**config.mk**
```make
export PLATFORM = sky130hd
export DESIGN_NAME = adc_rdout_ctrl
export DESIGN_NICKNAME = d
export VERILOG_FILES = /design/src/rtl/adc_rdout_pkg.sv /design/src/rtl/adc_rdout_sync.sv /design/src/rtl/adc_rdout_sclk.sv /design/src/rtl/adc_rdout_shift.sv /design/src/rtl/adc_rdout_publish.sv /design/src/rtl/adc_rdout_ctrl.sv
export SDC_FILE = /design/constraint.sdc
export NUM_CORES = 1
export LEC_CHECK = 0
export ABC_AREA = 1
export BUFFER_PORTS_ARGS = -buffer_cell sky130_fd_sc_hd__buf_2
export CORE_MARGIN = 5
export CORE_UTILIZATION = 60
export DETAILED_ROUTE_END_ITERATION = 8
export HOLD_SLACK_MARGIN = 0.06
export MAX_ROUTING_LAYER = met4
export PLACE_DENSITY_LB_ADDON = 0.3
export SLEW_MARGIN = 20
export SYNTH_ARGS = -nofsm -noshare
export SYNTH_HDL_FRONTEND = slang
export SYNTH_SLANG_ARGS = --single-unit
```
**constraint.sdc**
```tcl
create_clock -name clk -period 2.9 [get_ports clk]
set_input_delay 0.58 -clock clk [delete_from_list [all_inputs] [get_ports clk]]
set_output_delay 0.58 -clock clk [all_outputs]
set_load 0.01 [all_outputs]
```
**src/rtl/adc_rdout_pkg.sv**
```systemverilog
package adc_rdout_pkg;

  localparam int STAT_W = 8;
  localparam int DATA_W = 24;
  localparam int WORD_W = STAT_W + DATA_W;
  localparam int HDR_W  = 5;
  localparam int CNT_W  = $clog2(WORD_W + 1);
  localparam logic [HDR_W-1:0] HDR_PATTERN = 5'b01111;

  // Bit positions of the fields inside the received word
  localparam int POS_CHAN = DATA_W + 2;
  localparam int POS_OSC  = DATA_W + 1;
  localparam int POS_OVF  = DATA_W;

  typedef enum logic [1:0] {
    RS_ARMED = 2'd0,
    RS_SHIFT = 2'd1,
    RS_REARM = 2'd2
  } rd_state_t;

  typedef struct packed {
    logic              chan;
    logic              osc;
    logic              ovf;
    logic [DATA_W-1:0] data;
  } rd_result_t;

  function automatic logic header_ok(input logic [WORD_W-1:0] w);
    return w[WORD_W-1 -: HDR_W] == HDR_PATTERN;
  endfunction

  function automatic rd_result_t split_word(input logic [WORD_W-1:0] w);
    rd_result_t r;
    r.chan = w[POS_CHAN];
    r.osc  = w[POS_OSC];
    r.ovf  = w[POS_OVF];
    r.data = w[DATA_W-1:0];
    return r;
  endfunction

endpackage

```
**src/rtl/adc_rdout_sync.sv**
```systemverilog
module adc_rdout_sync #(
  parameter int   STAGES  = 2,
  parameter logic RST_VAL = 1'b1
) (
  input  logic clk,
  input  logic rst_n,
  input  logic d,
  output logic q
);

  logic [STAGES-1:0] chain;

  generate
    if (STAGES == 1) begin : g_single
      always_ff @(posedge clk or negedge rst_n) begin
        if (!rst_n) chain <= RST_VAL;
        else        chain <= d;
      end
    end else begin : g_multi
      always_ff @(posedge clk or negedge rst_n) begin
        if (!rst_n) chain <= {STAGES{RST_VAL}};
        else        chain <= {chain[STAGES-2:0], d};
      end
    end
  endgenerate

  assign q = chain[STAGES-1];

endmodule

```
**src/rtl/adc_rdout_sclk.sv**
```systemverilog
module adc_rdout_sclk #(
  parameter int DIV_W = 8
) (
  input  logic             clk,
  input  logic             rst_n,
  input  logic             run,
  input  logic [DIV_W-1:0] div,
  output logic             sclk,
  output logic             rise_evt,
  output logic             fall_evt
);

  logic [DIV_W-1:0] cnt;
  logic             edge_now;

  assign edge_now = run && (cnt == div);
  assign rise_evt = edge_now && !sclk;
  assign fall_evt = edge_now && sclk;

  always_ff @(posedge clk or negedge rst_n) begin
    if (!rst_n) begin
      cnt  <= '0;
      sclk <= 1'b0;
    end else if (!run) begin
      cnt  <= '0;
      sclk <= 1'b0;
    end else if (edge_now) begin
      cnt  <= '0;
      sclk <= ~sclk;
    end else begin
      cnt  <= cnt + 1'b1;
    end
  end

endmodule

```
**src/rtl/adc_rdout_shift.sv**
```systemverilog
module adc_rdout_shift
  import adc_rdout_pkg::*;
(
  input  logic              clk,
  input  logic              rst_n,
  input  logic              start,
  input  logic              capture,
  input  logic              din,
  output logic [WORD_W-1:0] word,
  output logic [CNT_W-1:0]  bit_cnt
);

  always_ff @(posedge clk or negedge rst_n) begin
    if (!rst_n) begin
      word    <= '0;
      bit_cnt <= '0;
    end else if (start) begin
      word    <= '0;
      bit_cnt <= '0;
    end else if (capture) begin
      word    <= {word[WORD_W-2:0], din};
      bit_cnt <= bit_cnt + 1'b1;
    end
  end

endmodule

```
**src/rtl/adc_rdout_publish.sv**
```systemverilog
module adc_rdout_publish
  import adc_rdout_pkg::*;
(
  input  logic              clk,
  input  logic              rst_n,
  input  logic              frame_done,
  input  logic [WORD_W-1:0] word,
  output logic              rd_valid,
  output logic              frame_err,
  output rd_result_t        result
);

  logic hdr_good;

  assign hdr_good = header_ok(word);

  always_ff @(posedge clk or negedge rst_n) begin
    if (!rst_n) begin
      rd_valid  <= 1'b0;
      frame_err <= 1'b0;
      result    <= '0;
    end else begin
      rd_valid  <= frame_done && hdr_good;
      frame_err <= frame_done && !hdr_good;
      if (frame_done && hdr_good) result <= split_word(word);
    end
  end

endmodule

```
**src/rtl/adc_rdout_ctrl.sv**
```systemverilog
module adc_rdout_ctrl
  import adc_rdout_pkg::*;
#(
  parameter int DIV_W       = 8,
  parameter int SYNC_STAGES = 2
) (
  input  logic              clk,
  input  logic              rst_n,
  input  logic [DIV_W-1:0]  clk_div,
  input  logic              sdo,
  output logic              sclk,
  output logic              sdi,
  output logic              rd_valid,
  output logic              frame_err,
  output logic              rd_chan,
  output logic              rd_osc,
  output logic              rd_ovf,
  output logic [DATA_W-1:0] rd_data
);

  rd_state_t         state, state_nx;
  logic              sdo_s;
  logic              start_evt;
  logic              frame_done;
  logic              rise_evt;
  logic              fall_evt;
  logic              run;
  logic [DIV_W-1:0]  div_q;
  logic [CNT_W-1:0]  bit_cnt;
  logic [WORD_W-1:0] word;
  rd_result_t        result;

  adc_rdout_sync #(.STAGES(SYNC_STAGES), .RST_VAL(1'b1)) u_sync (
    .clk(clk), .rst_n(rst_n), .d(sdo), .q(sdo_s)
  );

  always_comb begin
    state_nx   = state;
    start_evt  = 1'b0;
    frame_done = 1'b0;
    case (state)
      RS_ARMED: if (!sdo_s) begin
        start_evt = 1'b1;
        state_nx  = RS_SHIFT;
      end
      RS_SHIFT: if (fall_evt && bit_cnt == CNT_W'(WORD_W)) begin
        frame_done = 1'b1;
        state_nx   = RS_REARM;
      end
      RS_REARM: if (sdo_s) state_nx = RS_ARMED;
      default:  state_nx = RS_REARM;
    endcase
  end

  always_ff @(posedge clk or negedge rst_n) begin
    if (!rst_n) begin
      state <= RS_ARMED;
      div_q <= '0;
    end else begin
      state <= state_nx;
      if (start_evt) div_q <= clk_div;
    end
  end

  assign run = (state == RS_SHIFT);

  adc_rdout_sclk #(.DIV_W(DIV_W)) u_sclk (
    .clk(clk), .rst_n(rst_n), .run(run), .div(div_q),
    .sclk(sclk), .rise_evt(rise_evt), .fall_evt(fall_evt)
  );

  adc_rdout_shift u_shift (
    .clk(clk), .rst_n(rst_n), .start(start_evt), .capture(rise_evt),
    .din(sdo_s), .word(word), .bit_cnt(bit_cnt)
  );

  adc_rdout_publish u_pub (
    .clk(clk), .rst_n(rst_n), .frame_done(frame_done), .word(word),
    .rd_valid(rd_valid), .frame_err(frame_err), .result(result)
  );

  assign sdi     = 1'b0;
  assign rd_chan = result.chan;
  assign rd_osc  = result.osc;
  assign rd_ovf  = result.ovf;
  assign rd_data = result.data;

endmodule

```
After elaboration in Yosys (flattened, before gate mapping)
Cells that the tools add are included.
- register bits: 88
- bits of input ports: 11
- logic and storage cells: 52
- add/sub/neg operators: 2
- equality and inequality tests: 9
- muxes and demuxes: 16
- bitwise operators: 1
- reduce and logical (&&, ||, !) cells: 11
- operators by type and width (operator ; count):
    $mux W32 ; 2
    $mux W8 ; 2
    $mux W6 ; 2
    $add A8 B1 Y8 const B ; 1
    $eq A8 B8 Y1 ; 1
    $add A6 B1 Y6 const B ; 1
    $eq A6 B6 Y1 const B ; 1
    $logic_and A1 B1 Y1 ; 6
    $mux W1 ; 6
    $mux W2 ; 3
    $ne A2 B2 Y1 const B ; 3
    $pmux W2 S3 ; 1
    $eq A5 B4 Y1 const B ; 1
    $reduce_and A3 Y1 ; 1
    $eq A2 B1 Y1 const B ; 1
    $eq A2 B2 Y1 const B ; 1
    $logic_not A1 Y1 ; 2
    $logic_not A2 Y1 ; 1
    $ne A2 B1 Y1 const B ; 1
    $reduce_bool A2 Y1 ; 1
    $not A1 Y1 ; 1

Longest topological paths before layout
Gate-level depths: netlist of run 1.
- depth in word-level cells: 7
- depth in mapped cells: 12
- mapped depth without buffers: 10

Hierarchy
Synthesis of run 1 repeated with hierarchy kept, for this count alone.
- cells, all modules: 458
- area, all modules: 3982.6 um^2
- modules (own cells, without submodules) (module ; instances ; cells each ; area an instance (um^2) ; seq. area each (um^2)):
    adc_rdout_shift ; 1 ; 169 ; 1561.5 ; 950.9
    adc_rdout_publish ; 1 ; 129 ; 1276.2 ; 725.7
    adc_rdout_sclk ; 1 ; 104 ; 645.6 ; 225.2
    adc_rdout_ctrl ; 1 ; 54 ; 446.7 ; 250.2
    adc_rdout_sync ; 1 ; 2 ; 52.6 ; 52.6

Least setup slack after synthesis of run 1
No wires, ideal clock.
- path type: reg2reg
- start point: register u_shift.bit_cnt[0]
- end point: register, netlist name u_pub.result[10]
- library setup time: 0.065 ns
- data arrival time: 1.475 ns
- required time: 2.835 ns
- setup slack: 1.360 ns
- stages on the path, launching flop included: 10
- buffers on the path: 1
- cell sequence: dfrtp_1 -> inv_1 -> ha_1 -> nand3_1 -> nor3_2 -> inv_2 -> nor2_4 -> buf_4 -> nand3_1 -> nand2_1
- word-level cells in the longest chain between the ends: 5
- ends and longest elaborated chain (item ; RTL line ; RTL):
    from (decl) ; adc_rdout_shift.sv:10 ; output logic [CNT_W-1:0] bit_cnt
    from (signal assigned) ; adc_rdout_shift.sv:22 ; bit_cnt <= bit_cnt + 1'b1;
    $eq A6 B6 Y1 ; adc_rdout_ctrl.sv:46 ; RS_SHIFT: if (fall_evt && bit_cnt == CNT_W'(WORD_W)) begin
    $logic_and A1 B1 Y1 ; adc_rdout_ctrl.sv:46 ;
    $mux W1 ; adc_rdout_ctrl.sv:46 ;
    $mux W1 ; adc_rdout_ctrl.sv:41 ; case (state)
    $logic_and A1 B1 Y1 ; adc_rdout_publish.sv:25 ; if (frame_done && hdr_good) result <= split_word(word);
Every way passes these cells.
A chain may end at the register's enable or synchronous reset.

Worst setup path in the final report of run 1
- start point: register u_shift.bit_cnt[0]
- end point: register, netlist name u_pub.result[6]
- word-level cells in the longest chain between the ends: 5
- ends and longest elaborated chain (item ; RTL line):
    $eq A6 B6 Y1 ; adc_rdout_ctrl.sv:46
    $logic_and A1 B1 Y1 ; adc_rdout_ctrl.sv:46
    $mux W1 ; adc_rdout_ctrl.sv:46
    $mux W1 ; adc_rdout_ctrl.sv:41
    $logic_and A1 B1 Y1 ; adc_rdout_publish.sv:25
Every way passes these cells.

==> summary.md, run 1 <==
| Metric | Value |
|---|---|
| Post-synthesis sequential area ratio | `0.557` |
| Seq pwr share | `0.547` |
| Die span in y | `a little over 90 um` |
| Synth unique cells | `28` |
| Pins Over Slew Limit | `0` |
| Core Area | `around 6400 um2` |
| TritonCTS clock tree | `built` |
| CTS max path bufs | `2` |
| Fillers | `approximately 520` |
| Max Freq | `just over 500 MHz` |
| Initial antenna violation count | `0` |
| Worst EP arrival | `about 2.3 ns` |
| Number of global-route vias before repair | `~3000` |
| Final period utilization | `0.675` |
| DRC Markers | `0` |
| GR Util All Layers | `0.207` |
| Worst setup SP type | `flip-flop` |
| Total CTS buffers | `9` |
| DRT Wirelength | `a little under 8000 um` |
| Register area | `roughly 2200 um2` |
| RSZ-0062 raised after global routing | `false` |
| Pwr dens | `~580 nW/um2` |
| Diodes inserted | `0` |
| Core Rows | `29` |
| Worst-path fanout max | `28` |
| CTS root buf | `clkbuf_8` |
| Relative slew slack | `0.581` |
| Final ANT Viol Nets | `0` |
| Fin Clk Skew | `0.0141 ns` |
| Simple-gate share of the synthesized area | `0.322` |
| Detailed placement HPWL | `about 5200 um` |
| TritonRoute pass-1 iters | `4` |
| Fin nets | `approximately 510` |
| Final Hold Fails | `0` |
| Commonest non-fill, non-tap cell in the layout | `nand2_1` |
| Crit path cell chain | `inv_1 -> ha_1 -> nand3_1 -> nor3_2 -> inv_2 -> nor2_4 -> nand3_1 -> nand2_1` |
| Worst Path Buf+Inv | `2` |
| Worst r2r src | `u_shift.bit_cnt[0]$_DFFE_PN0P_` |
| Synth Cell Area | `approximately 4000 um2` |
| Synthesis warning total | `0` |
| Layout area overhead | `10.2%` |
| Measured slew at the worst slew-check pin | `0.627 ns` |
| Worst setup path category | `reg2reg` |
| Synth Area in Compound Gates | `0.0237` |
| Starting Density | `0.620` |
| Setup slack at placement | `roughly 0.96 ns` |
| Synthesized area per cell | `8.55 um2` |
| Synth Register Bits | `88` |
| DRT iter0 DRCs | `roughly 200` |
| Vias per cell | `around 5.3` |
| Peak supply drop | `roughly 0.44 mV` |
| Post-Syn Nets | `roughly 480` |
| CP dominant cell by count | `nand3_1` |
| Post-route cell area | `roughly 4400 um2` |
| Hold_buf cts | `0` |
| Setup bufs post-CTS | `0` |
| Clk slew on worst S/H paths | `0.09 ns` |
| Xor/xnor share of the synthesized area | `0.0177` |
| Fraction of layout cells with a size suffix above 1 | `0.181` |
| WP data required | `~3.2 ns` |
| Post-Synth Adder-Cell Area | `0.00948` |
| Die X | `just over 90 um` |
| Tmin final | `~2 ns` |
| Largest net degree at the start of global routing | `47` |
| Largest family of logic cells by synthesized area | `simple AND/OR/NAND/NOR gates` |
| Power Total | `2540 uW` |
| Slowest Stage Delay on Critical Path | `0.52 ns` |
| Cell-internal power | `about 1800 uW` |
| Most frequent cells in the layout | `nand2_1 (181), dfrtp_1 (86), nand3_1 (63), buf_2 (39), inv_1 (30)` |
| H-tree depth | `3` |
| Die area | `8320 um2` |
| Footprint of the multi-input gates | `1480 um2` |
| Post-synth EDFFs | `0` |
| TNS Setup | `0 ns` |
| Avg WL per Cell | `about 13 um` |
| CP top delay family | `simple AND/OR/NAND/NOR gates` |
| Via total after detailed routing | `between 3000 and 4000` |
| Pleak | `roughly 0.0025 uW` |
| # setup viols final | `0` |
| Cells after Synth | `463` |
| Placer Congestion | `0.827` |
| Layout Cells excl Fill | `around 580` |
| Worst setup margin | `between 0.9 and 1 ns` |
| PortBufs | `40` |
| Clk Latency, worst-skew pair | `around 0.37 ns` |
| First-pass GRT wire length | `roughly 13000 um` |
| Clk pwr share | `0.319` |
| Sw frac | `0.301` |
| Total of max-cap violations | `0` |
| Hold Path Class | `in2async` |
| Inst Count DP | `about 570` |
| Clk sinks | `between 80 and 90` |
| Status | `complete, no violations` |
| Congestion Overflow GR | `0` |
| Asr flop ratio synth | `1.00` |
| Ports | `42` |
| Crit-path slowest cell | `nor2_4` |
| Top_reg_cell synth | `dfrtp_1` |
| Post-cts resize count | `0` |
| Critical path capture point type | `flip-flop` |
| Crit path from | `u_shift.bit_cnt[0]$_DFFE_PN0P_` |
| Psw | `764 uW` |
| Combinational Power Share | `0.134` |
| Mux share of post-synthesis cell area | `0` |
| Placed inst area | `around 4200 um2` |
[final cells by class]
| type | instances | share of cell area |
|---|---|---|
| clock buffer | 10 | 0.0315 |
| clock inverter | 6 | 0.0115 |
| inverter | 38 | 0.0327 |
| tap | 77 | 0.0221 |
| timing repair buffer | 46 | 0.0568 |
| multi-input combinational | 316 | 0.340 |
| sequential | 88 | 0.505 |
[state kept, by name, indices dropped and copies added, names as in the netlist]
name,flops
u_shift.word,32
u_pub.result,27
u_sync.chain,2
u_sclk.sclk,1
u_shift.bit_cnt,6
u_pub.rd_valid,1
div_q,8
state,2
u_pub.frame_err,1
u_sclk.cnt,8
[layer usage]
layer  track usage  part of all wire
met1         0.266              0.45
met2         0.314              0.47
met3        0.0587             0.048
met4        0.0782             0.023
met5             -                 0
[logic make-up (layout without fill, tap and decap cells)]
kind of cell | after synthesis | count (layout)
flip-flops | 88 | 88
buffers and inverters | 59 | 100
XOR/XNOR | 8 | 8
AO/OA/AOI/OAI | 18 | 18
AND/OR/NAND/NOR | 286 | 286
other | 1 | 1
adder cells (fa/ha/maj) | 3 | 3
[power by group through the flow]
stage | clock, uW | sequential, uW | combinational (uW)
after floorplan | 0 | 1390 | 255
after global placement | 0 | 1400 | 331
after detailed placement | 0 | 1410 | 344
after CTS | 824 | 1390 | 346
after global routing | 879 | 1400 | 401
final | 808 | 1390 | 341
[through the flow]
stage | util | hold WS [ns]
finish | 0.683 | 0.201
global route | 0.683 | 0.235
CTS | 0.683 | 0.212
detailed placement | 0.654 | 0.350
global placement | 0.654 | 0.346
floorplan | - | 0.284
[worst paths after layout]
path / slack, ns / cells after the start / to
worst max register to register: 0.94 / 8 / u_pub.result[6]$_DFFE_PN0P_
worst min register to register: 0.36 / 0 / u_sync.chain[1]$_DFF_PN1_
min in group clk: 0.30 / 1 / u_sync.chain[0]$_DFF_PN1_
max in group asynchronous: 1.98 / 2 / u_pub.result[14]$_DFFE_PN0P_
worst min-delay path: 0.20 / 1 / u_shift.word[24]$_DFFE_PN0P_
worst max-delay path: 0.94 / 8 / u_pub.result[6]$_DFFE_PN0P_
[Yosys cell counts, types with 2 or more instances]
cell type | instances | area share
inv_2 | 8 | 0.0076
xnor2_1 | 3 | 0.0066
ha_1 | 3 | 0.0095
nand2_1 | 181 | 0.17
clkbuf_1 | 6 | 0.0057
nor2_4 | 2 | 0.0057
buf_6 | 4 | 0.011
dfstp_2 | 2 | 0.013
nor2_1 | 20 | 0.019
o21ai_0 | 16 | 0.020
nand3_1 | 63 | 0.080
buf_2 | 6 | 0.0076
inv_1 | 30 | 0.028
nor2_2 | 2 | 0.0032
nor3_1 | 2 | 0.0025
nand3_2 | 11 | 0.028
dfrtp_1 | 86 | 0.54
buf_4 | 4 | 0.0076
xor2_1 | 5 | 0.011
(Power assumes the default switching activity.)
==> run 2: changes to the inputs <==
Settings changed: CORE_UTILIZATION 60 to 53.
Clock period 2.9 ns to 1.65 ns, I/O delays scaled along.
==> run 2 against run 1 <==
  * The flow now finishes with violations (negative setup slack)
  * Clock skew is 0.0028 ns lower
  * Cell area is 18% higher
  * Sequential share of layout area is 7.8 points lower
  * Register-to-register slack worse by 1.1 ns
  * Non-clock buffer count is 41 higher
  * Global-route usage is 1.0 points lower
  * Sequential power is 75% higher
  * Combinational power grew to 3.1 times the previous value
  * Largest power group unchanged
==> summary.md, run 2 (synthesis results as in run 1) <==
| Metric | Value |
|---|---|
| Relative slew slack | `0.608` |
| CTS root buf | `clkbuf_8` |
| Clk Latency, worst-skew pair | `0.37 ns` |
| Pins Over Slew Limit | `0` |
| Crit-path slowest cell | `dfrtp_2` |
| Tmin final | `roughly 1.8 ns` |
| Measured slew at the worst slew-check pin | `0.587 ns` |
| Crit path cell chain | `xnor2_1 -> nand2_2 -> nor2_4 -> nand3_4 -> buf_6 -> nor2_4 -> buf_6 -> clkbuf_16 -> nand2_1 -> o21ai_1` |
| RSZ-0062 raised after global routing | `true` |
| Final Hold Fails | `0` |
| Final ANT Viol Nets | `0` |
| Core Rows | `31` |
| Die span in y | `between 90 and 100 um` |
| Most frequent cells in the layout | `nand2_1 (149), dfrtp_1 (84), nand3_1 (52), buf_2 (39), nand2_2 (29)` |
| Top reg by flops | `u_shift.word` |
| Ports | `between 40 and 50` |
| # setup viols final | `66` |
| DRT Wirelength | `a little under 10000 um` |
| Clk slew on worst S/H paths | `0.09 ns` |
| Worst Path Buf+Inv | `3` |
| Max Freq | `565 MHz` |
| Layout area overhead | `30.4%` |
| Setup slack at placement | `-0.0239 ns` |
| Fin nets | `about 550` |
| GR Util All Layers | `0.197` |
| CTS max path bufs | `2` |
| Fin Clk Skew | `0.0113 ns` |
| Fin Hold WS | `0.169 ns` |
| DRC Markers | `0` |
| Status | `finished with violations` |
| Largest net degree at the start of global routing | `36` |
| Fraction of layout cells with a size suffix above 1 | `0.341` |
| Detailed placement HPWL | `roughly 5500 um` |
| Final period utilization | `1.07` |
| Peak supply drop | `between 0.8 and 0.9 mV` |
| Failing checks | `negative setup slack` |
| Worst setup path category | `reg2reg` |
| Fillers | `about 510` |
| First-pass GRT wire length | `around 14000 um` |
| Diodes inserted | `0` |
| Avg WL per Cell | `approximately 15 um` |
| Number of global-route vias before repair | `~3000` |
| Core Area | `slightly above 7000 um2` |
| Finished Core Util | `0.712` |
| DRT iter0 DRCs | `roughly 210` |
| CP top delay family | `simple AND/OR/NAND/NOR gates` |
| Pwr dens | `between 900 and 1000 nW/um2` |
| Top flop regs | `u_shift.word (32), u_pub.result (27)` |
| Total CTS buffers | `9` |
| Die X | `a little under 100 um` |
| Initial antenna violation count | `0` |
| Vias per cell | `5.21` |
| Congestion Overflow GR | `0` |
| Critical path capture point type | `flip-flop` |
| Starting Density | `0.546` |
| Hold Path Class | `in2reg` |
| Placer Congestion | `approximately 0.83` |
| Worst setup SP type | `flip-flop` |
| H-tree depth | `3` |
| Commonest non-fill, non-tap cell in the layout | `nand2_1` |
| Die area | `about 9300 um2` |
| Worst-path fanout max | `5` |
| TritonRoute pass-1 iters | `5` |
| TritonCTS clock tree | `built` |
| PortBufs | `40` |
| Max reg flops | `32` |
| Clk sinks | `just under 90` |
| WP data required | `1.93 ns` |
| Via total after detailed routing | `3358` |
| Pleak | `roughly 0.0029 uW` |
| Slowest Stage Delay on Critical Path | `0.44 ns` |
| Worst setup margin | `-0.119 ns` |
| Total of max-cap violations | `0` |
| Worst EP arrival | `between 2 and 2.5 ns` |
[run 2: changes by cell type in the layout (fill, tap and decap cells not counted), sizes merged]
cell | previous run | this run
bufinv | 0 | 1
buf | 46 | 79
clkinvlp | 2 | 0
clkbuf | 10 | 15
dlygate4sd3 | 0 | 2
clkinv | 1 | 3
[run 2: path summary, 6_finish.rpt]
| kind | to | depth (start not counted) | from | slack [ns] |
|---|---|---|---|---|
| worst min-delay path | div_q[5]$_DFFE_PN0P_ | 3 | clk_div[5] | 0.17 |
| worst min register to register | u_sync.chain[1]$_DFF_PN1_ | 0 | u_sync.chain[0]$_DFF_PN1_ | 0.38 |
| worst max-delay path | u_shift.word[4]$_DFFE_PN0P_ | 10 | u_sclk.cnt[0]$_DFF_PN0_ | -0.12 |
| worst max register to register | u_shift.word[4]$_DFFE_PN0P_ | 10 | u_sclk.cnt[0]$_DFF_PN0_ | -0.12 |
| min in group asynchronous | u_shift.word[27]$_DFFE_PN0P_ | 2 | rst_n | 0.46 |
| max in group asynchronous | u_sync.chain[0]$_DFF_PN1_ | 3 | rst_n | 0.62 |
[run 2: routing by layer]
layer	share of wire	vias to the layer above	GRT usage
met4	0.018	0	0.0713
met2	0.51	102	0.318
met3	0.056	26	0.0434
met5	0	-	-
li1	-	1618	-
met1	0.41	1612	0.245
[run 2: area by class of cell]
| class | instances | area (um2) | share of cell area |
|---|---|---|---|
| Multi-Input combinational cell | 316 | 1700 | 0.329 |
| Sequential cell | 88 | 2210 | 0.427 |
| Timing Repair Buffer | 87 | 791 | 0.153 |
| Inverter | 38 | 143 | 0.0276 |
| Clock buffer | 9 | 124 | 0.0240 |
| Tap cell | 99 | 124 | 0.0240 |
| Clock inverter | 7 | 78.8 | 0.0153 |
[run 2: per-stage QoR]
step	area [um2]	instances	setup TNS (ns)	power, uW
after global placement	4350	596	0	3070
after detailed placement	4350	596	-0.116	3100
final	5160	644	-3.80	5020
after floorplan	3960	463	0	2900
after global routing	5160	644	-12.32	5240
after CTS	4570	614	0	4630
[run 2: where the power goes]
part | switching (uW) | internal (uW) | leakage, uW | total (uW)
sequential | 145 | 2290 | 0.00118 | 2430
clock | 814 | 718 | 0.000105 | 1530
combinational | 571 | 480 | 0.00158 | 1050
[run 2: worst reg2reg max path: stages (launching register included)]
cell       delay, ns
dfrtp_2         0.44
xnor2_1         0.21
nand2_2         0.12
nor2_4          0.14
nand3_4         0.09
buf_6           0.14
nor2_4          0.15
buf_6           0.14
clkbuf_16       0.13
nand2_1         0.05
o21ai_1         0.08
[run 2: timing repair]
action,4_1_cts,5_1_grt
setup endpoints to repair,25,66
endpoints found under the hold margin,31,0
resized for setup,1,83
pin swaps,0,32
hold buffers,2,0
buffers inserted,0,22
cloned,0,8
